<file path="config.mk">
export PLATFORM = sky130hd
export DESIGN_NAME = ram_bubble_sorter
export DESIGN_NICKNAME = d
export VERILOG_FILES = /design/src/rtl/sorter_pkg.sv /design/src/rtl/sort_pair_cmp.sv /design/src/rtl/sort_counters.sv /design/src/rtl/sort_fsm.sv /design/src/rtl/ram_bubble_sorter.sv
export SDC_FILE = /design/constraint.sdc
export NUM_CORES = 1
export LEC_CHECK = 0
export ABC_AREA = 1
export ABC_CLOCK_PERIOD_IN_PS = 2200
export BUFFER_PORTS_ARGS = -buffer_cell sky130_fd_sc_hd__buf_2
export CORE_ASPECT_RATIO = 0.5
export CORE_UTILIZATION = 58
export CTS_BUF_LIST = sky130_fd_sc_hd__clkbuf_2 sky130_fd_sc_hd__clkbuf_4 sky130_fd_sc_hd__clkbuf_8
export DETAILED_ROUTE_END_ITERATION = 10
export PLACE_DENSITY = 0.85
export SLEW_MARGIN = 20
export SYNTH_ARGS = -nofsm -noshare
export SYNTH_HDL_FRONTEND = slang
export SYNTH_SLANG_ARGS = --single-unit
</file>
<file path="constraint.sdc">
create_clock -name clk -period 2.2 [get_ports clk]
set_input_delay 0.33 -clock clk [delete_from_list [all_inputs] [get_ports clk]]
set_output_delay 0.33 -clock clk [all_outputs]
set_load 0.05 [all_outputs]
</file>
<file path="src/rtl/sorter_pkg.sv">
package sorter_pkg;

    localparam int unsigned WORD_W = 16;

    typedef logic [WORD_W-1:0] word_t;

    typedef enum logic {
        ORD_UP   = 1'b0,
        ORD_DOWN = 1'b1
    } order_e;

    typedef enum logic [2:0] {
        ST_IDLE,
        ST_RD_A,
        ST_RD_B,
        ST_CMP,
        ST_WR_A,
        ST_WR_B,
        ST_DONE
    } state_e;

    // lo holds element i, hi holds element i+1
    typedef struct packed {
        word_t lo;
        word_t hi;
    } pair_t;

    // strict comparison: equal words are never reported out of order
    function automatic logic out_of_order(word_t first, word_t second, order_e ord);
        return (ord == ORD_UP) ? (first > second) : (first < second);
    endfunction

endpackage

</file>
<file path="src/rtl/sort_pair_cmp.sv">
module sort_pair_cmp
    import sorter_pkg::*;
(
    input  logic   clk,
    input  logic   rst,
    input  logic   cap_a,
    input  logic   cap_b,
    input  word_t  rdata,
    input  order_e order,
    output pair_t  pair,
    output logic   swap_req
);

    pair_t pair_q;

    always_ff @(posedge clk) begin
        if (rst) begin
            pair_q <= '0;
        end else begin
            if (cap_a) pair_q.lo <= rdata;
            if (cap_b) pair_q.hi <= rdata;
        end
    end

    // the second element is compared straight off the RAM output
    assign swap_req = out_of_order(pair_q.lo, rdata, order);
    assign pair     = pair_q;

    AST_EQUAL_KEPT: assert property (@(posedge clk) disable iff (rst)
        swap_req |-> (pair_q.lo != rdata));

endmodule

</file>
<file path="src/rtl/sort_counters.sv">
module sort_counters #(
    parameter int N  = 16,
    parameter int IW = $clog2(N)
) (
    input  logic          clk,
    input  logic          rst,
    input  logic          clr,
    input  logic          step,
    input  logic          note_swap,
    output logic [IW-1:0] idx,
    output logic          at_pass_end,
    output logic          last_pass,
    output logic          swapped
);

    localparam logic [IW-1:0] LAST = IW'(N - 2);

    logic [IW-1:0] idx_q;
    logic [IW-1:0] pass_q;
    logic          swp_q;
    logic [IW-1:0] limit;

    assign limit       = LAST - pass_q;
    assign at_pass_end = (idx_q == limit);
    assign last_pass   = (pass_q == LAST);

    always_ff @(posedge clk) begin
        if (rst) begin
            idx_q  <= '0;
            pass_q <= '0;
            swp_q  <= 1'b0;
        end else if (clr) begin
            idx_q  <= '0;
            pass_q <= '0;
            swp_q  <= 1'b0;
        end else begin
            if (step) begin
                if (at_pass_end) begin
                    idx_q <= '0;
                    swp_q <= 1'b0;
                    if (!last_pass) pass_q <= pass_q + 1'b1;
                end else begin
                    idx_q <= idx_q + 1'b1;
                end
            end
            if (note_swap) swp_q <= 1'b1;
        end
    end

    assign idx     = idx_q;
    assign swapped = swp_q;

    AST_IDX_WITHIN: assert property (@(posedge clk) disable iff (rst)
        idx_q <= limit);
    AST_PASS_LIMIT: assert property (@(posedge clk) disable iff (rst)
        pass_q <= LAST);

endmodule

</file>
<file path="src/rtl/sort_fsm.sv">
module sort_fsm
    import sorter_pkg::*;
(
    input  logic   clk,
    input  logic   rst,
    input  logic   kick,
    input  logic   order_sel,
    input  logic   swap_req,
    input  logic   at_pass_end,
    input  logic   last_pass,
    input  logic   swapped,
    output state_e state,
    output order_e order,
    output logic   clr,
    output logic   cap_a,
    output logic   cap_b,
    output logic   step,
    output logic   note_swap,
    output logic   done
);

    state_e state_q, state_d;
    order_e order_q;

    always_ff @(posedge clk) begin
        if (rst) begin
            state_q <= ST_IDLE;
            order_q <= ORD_UP;
        end else begin
            state_q <= state_d;
            if (clr) order_q <= order_e'(order_sel);
        end
    end

    always_comb begin
        state_d   = state_q;
        clr       = 1'b0;
        cap_a     = 1'b0;
        cap_b     = 1'b0;
        step      = 1'b0;
        note_swap = 1'b0;
        done      = 1'b0;
        unique case (state_q)
            ST_IDLE: begin
                if (kick) begin
                    clr     = 1'b1;
                    state_d = ST_RD_A;
                end
            end
            ST_RD_A: state_d = ST_RD_B;
            ST_RD_B: begin
                cap_a   = 1'b1;
                state_d = ST_CMP;
            end
            ST_CMP: begin
                cap_b = 1'b1;
                if (swap_req) begin
                    note_swap = 1'b1;
                    state_d   = ST_WR_A;
                end else begin
                    step = 1'b1;
                    if (at_pass_end && (!swapped || last_pass))
                        state_d = ST_DONE;
                    else
                        state_d = ST_RD_A;
                end
            end
            ST_WR_A: state_d = ST_WR_B;
            ST_WR_B: begin
                step    = 1'b1;
                state_d = (at_pass_end && last_pass) ? ST_DONE : ST_RD_A;
            end
            ST_DONE: begin
                done    = 1'b1;
                state_d = ST_IDLE;
            end
            default: state_d = ST_IDLE;
        endcase
    end

    assign state = state_q;
    assign order = order_q;

    AST_ORDER_HELD: assert property (@(posedge clk) disable iff (rst)
        (state_q != ST_IDLE && $past(state_q) != ST_IDLE) |-> $stable(order_q));

endmodule

</file>
<file path="src/rtl/ram_bubble_sorter.sv">
module ram_bubble_sorter
    import sorter_pkg::*;
#(
    parameter int N  = 16,
    parameter int IW = $clog2(N)
) (
    input  logic          clk,
    input  logic          rst,
    input  logic          kick,
    input  logic          order_desc,
    output logic [IW-1:0] ram_addr,
    output logic [15:0]   ram_wdata,
    output logic          ram_we,
    input  logic [15:0]   ram_rdata,
    output logic          done_pulse
);

    state_e        state;
    order_e        order;
    pair_t         pair;
    logic          clr, cap_a, cap_b, step, note_swap, done;
    logic          swap_req, at_pass_end, last_pass, swapped;
    logic [IW-1:0] idx;

    sort_fsm u_fsm (
        .clk         (clk),
        .rst         (rst),
        .kick        (kick),
        .order_sel   (order_desc),
        .swap_req    (swap_req),
        .at_pass_end (at_pass_end),
        .last_pass   (last_pass),
        .swapped     (swapped),
        .state       (state),
        .order       (order),
        .clr         (clr),
        .cap_a       (cap_a),
        .cap_b       (cap_b),
        .step        (step),
        .note_swap   (note_swap),
        .done        (done)
    );

    sort_counters #(.N(N), .IW(IW)) u_cnt (
        .clk         (clk),
        .rst         (rst),
        .clr         (clr),
        .step        (step),
        .note_swap   (note_swap),
        .idx         (idx),
        .at_pass_end (at_pass_end),
        .last_pass   (last_pass),
        .swapped     (swapped)
    );

    sort_pair_cmp u_cmp (
        .clk      (clk),
        .rst      (rst),
        .cap_a    (cap_a),
        .cap_b    (cap_b),
        .rdata    (ram_rdata),
        .order    (order),
        .pair     (pair),
        .swap_req (swap_req)
    );

    // the second element of a pair sits one address above the first
    always_comb begin
        ram_addr  = idx;
        ram_wdata = pair.hi;
        ram_we    = 1'b0;
        unique case (state)
            ST_RD_B: ram_addr = idx + 1'b1;
            ST_WR_A: ram_we   = 1'b1;
            ST_WR_B: begin
                ram_addr  = idx + 1'b1;
                ram_wdata = pair.lo;
                ram_we    = 1'b1;
            end
            default: ;
        endcase
    end

    assign done_pulse = done;

    AST_WRITE_PAIR: assert property (@(posedge clk) disable iff (rst)
        $rose(ram_we) |=> (ram_we && ram_addr == $past(ram_addr) + 1'b1));
    AST_WRITE_BURST: assert property (@(posedge clk) disable iff (rst)
        ($past(ram_we, 2) && $past(ram_we)) |-> !ram_we);
    AST_DONE_PULSE: assert property (@(posedge clk) disable iff (rst)
        done_pulse |=> !done_pulse);
    AST_DONE_QUIET: assert property (@(posedge clk) disable iff (rst)
        done_pulse |-> !ram_we);

endmodule

</file>
==> flow_summary.yaml <==
status:
  status: "finished, final reports clean"
floorplan:
  die_x_um: 94.6
  ios: 42
  fp.dieH_um: 48.3
  dieArea_mm2: 0.00457
  rows: 16
  coreArea_mm2: 0.00400
  initial_core_util: 0.622
synth:
  synth_area_mm2: 0.00249
  ys_ff_latch: 45
  avgSynthCellArea_um2: 7.61
  synth_top_family_by_area: "compound AO/OA/AOI/OAI gates"
  synth_nets: 366
  yosys.area_share.xor_xnor: 0.0246
  synth-simple-area-share: 0.181
  synthDistinctLibCells: 25
  yosys_warnings: 0
  synth-compound-area-share: 0.183
  ys_seq_area_frac: 0.362
  syn_inst: 327
  synth_fa_ha_area_frac: 0.0955
  synth.area.mux_share: 0.0724
sta:
  worst_pin_slew_ps: 348
  relSlewSlack: 0.768
  period_share: 0.976
  setup_viol: 0
  timing.hold.ws_ps: 190
  fmax_mhz: 466
  rsz0062_at_grt: "no"
  finalHoldViolations: 0
  slew_viol_final: 0
  period_needed_ps: 2150
  fin_skew_ps: 10.9
placement:
  gp_congestion: 0.811
  dpl.hpwl_mm: 3.99
  placed_cell_area_mm2: 0.00277
  portBuffers: 41
cts:
  clkTransAtPathRegs_ps: 80
  postCtsSetupBuffers: 0
  cts.sinks: 45
  hold_buffers: 0
  cts_root_buf: "clkbuf_8"
  cts_buffers: 5
  htree_levels: 2
  clockBufferDepth: 2
  cts_tree: "done"
  cts_resized: 0
  clk_latency_ps: 300
route:
  avgViaCountPerCell: 5.52
  vias: 2342
  wire_per_inst_um: 12.9
  drc: 0
  drtPass1Iterations: 4
  finalWirelength_mm: 5.48
  drt_iter0_markers: 111
  ant_nets: 0
cells_and_area:
  final_cell_mix: "50 x nand2_1, 46 x a21oi_1, 45 x dfxtp_1"
  drive_gt1_frac: 0.241
  antenna_cells: 0
  syn2layout_area_growth_pct: 16.2
  seqCellArea_um2: 901
  multi_input_area_mm2: 0.00140
  layout_commonest_cell: "nand2_1"
  fillers: 314
  finalNetCount: 408
  stdcell_area_mm2: 0.00289
global_route:
  antenna_found_initial: 0
  grt_util_all_layers: 0.261
  grt_first_pass_wirelength_mm: 9.42
  grt_start_max_net_pins: 37
  grt_overflow: 0
  grt_pass1_vias: 2168
setup_path:
  ff2ff_path_depth: 14
  cp.arrival_ps: 1820
  worstPathCellList: "nor2_2, nand2_1, buf_4, mux2_2, buf_2"
  start_kind: "flop"
  cp_num_buf_inv: 2
  cp_slowest_cell: "dfxtp_1"
  cpPeakStageDelay_ps: 450
  end_kind: "primary output"
  r2r_start: "u_cnt.pass_q[0]"
  path_max_fanout: 13
  rr_endpoint: "u_fsm.state[1]"
  required_ps: 1870
  crit_type: "flop to primary output"
  r2r_setup_slack_ps: 220
  crit_family: "buffers and inverters"
hold_path:
  holdPathEnd: "u_fsm.state[2]"
  worstHoldPathCells: 2
  worstHoldPathType: "input pin to flop"
  min_from: "rst"
pwr:
  power_density_mw_per_mm2: 679
  power_uw: 1960
  ir_worst_vdd_mv: 0.380
  p_leak_uw: 0.00147
job:
  maxCapViolations: 0
==> report_power, final <==
group | internal [uW] | total, uW | switching (uW)
combinational | 130 | 388 | 258
clock | 383 | 667 | 284
sequential | 869 | 908 | 38.6
==> worst reg2reg max path: stages, from the launching register on <==
cell and delay [ps]:
dfxtp_1 430, inv_1 110, ha_1 310, inv_1 70
nand2_1 50, nand4_1 90, nor2_1 50, nand2_1 210
inv_2 70, o21ai_1 170, inv_1 70, nand3_1 70
nand3_1 80, nand2_1 70, inv_1 30
==> sequential cells by signal, indices dropped and copies added (netlist names) <==
register       flops
u_cmp.pair        32
u_fsm.state        3
u_cnt.pass_q       4
u_cnt.idx          4
u_cnt.swapped      1
u_fsm.order        1
==> stage by stage <==
stage          utilization  cells  setup WS (ps)  setup TNS (ps)
3_3_place_gp         0.691    416            224               0
2_1_floorplan            -    327          -38.1           -74.4
4_1_cts              0.721    424           10.6               0
3_5_place_dp         0.691    416            134               0
5_1_grt              0.722    424           2.14               0
6_report             0.722    424           53.0               0
==> routing by layer <==
layer,wire length (um),up-vias,part of all wire,global-route usage
met3,257,10,0.047,0.0629
met1,2550,1093,0.47,0.341
li1,-,1174,-,-
met5,0,-,0,0
met2,2570,65,0.47,0.422
met4,98,0,0.018,0.0934
==> cell usage after synthesis, drive strengths merged <==
cell type	instances	share of area
a21o	1	0.0030
a21oi	46	0.093
buf	3	0.0080
clkbuf	9	0.014
dfxtp	45	0.36
ha	19	0.096
inv	40	0.060
mux2	16	0.072
nand2	58	0.10
nand3	20	0.040
nand4	2	0.0050
nor2	18	0.032
nor3	1	0.0020
o211ai	1	0.0030
o21ai	41	0.084
xnor2	1	0.0035
xor2	6	0.021
==> logic make-up after synthesis <==
kind of cell               count (synthesis)
DFF                                       45
xor gates and xnor gates                   7
buffers and inverters                     52
muxes                                     16
AOI/OAI and AO/OA                         89
adders and majority gates                 19
and+or+nand+nor                           99
==> how the worst max path moves through the flow <==
stage | start | endpoint | slack (ps) | depth (start not counted)
2_1_floorplan | u_fsm.state[2] | ram_addr[3] | -40 | 6
3_3_place_gp | ram_rdata[13] | u_cnt.pass_q[1] | 220 | 15
3_5_place_dp | ram_rdata[13] | u_cnt.idx[1] | 130 | 14
4_1_cts | u_fsm.state[0] | ram_addr[2] | 10 | 5
5_1_grt | u_fsm.state[0] | ram_addr[2] | 2 | 5
6_report | u_fsm.state[1] | ram_wdata[8] | 50 | 5
==> area by class of cell <==
class	instances	share of cell area
inverter	40	0.0519
tap	54	0.0234
timing repair buffer	47	0.0865
multi-input combinational	230	0.485
sequential	45	0.312
clock inverter	1	0.0104
clock buffer	7	0.0312
No activity file was read; power rests on OpenSTA's default activity.
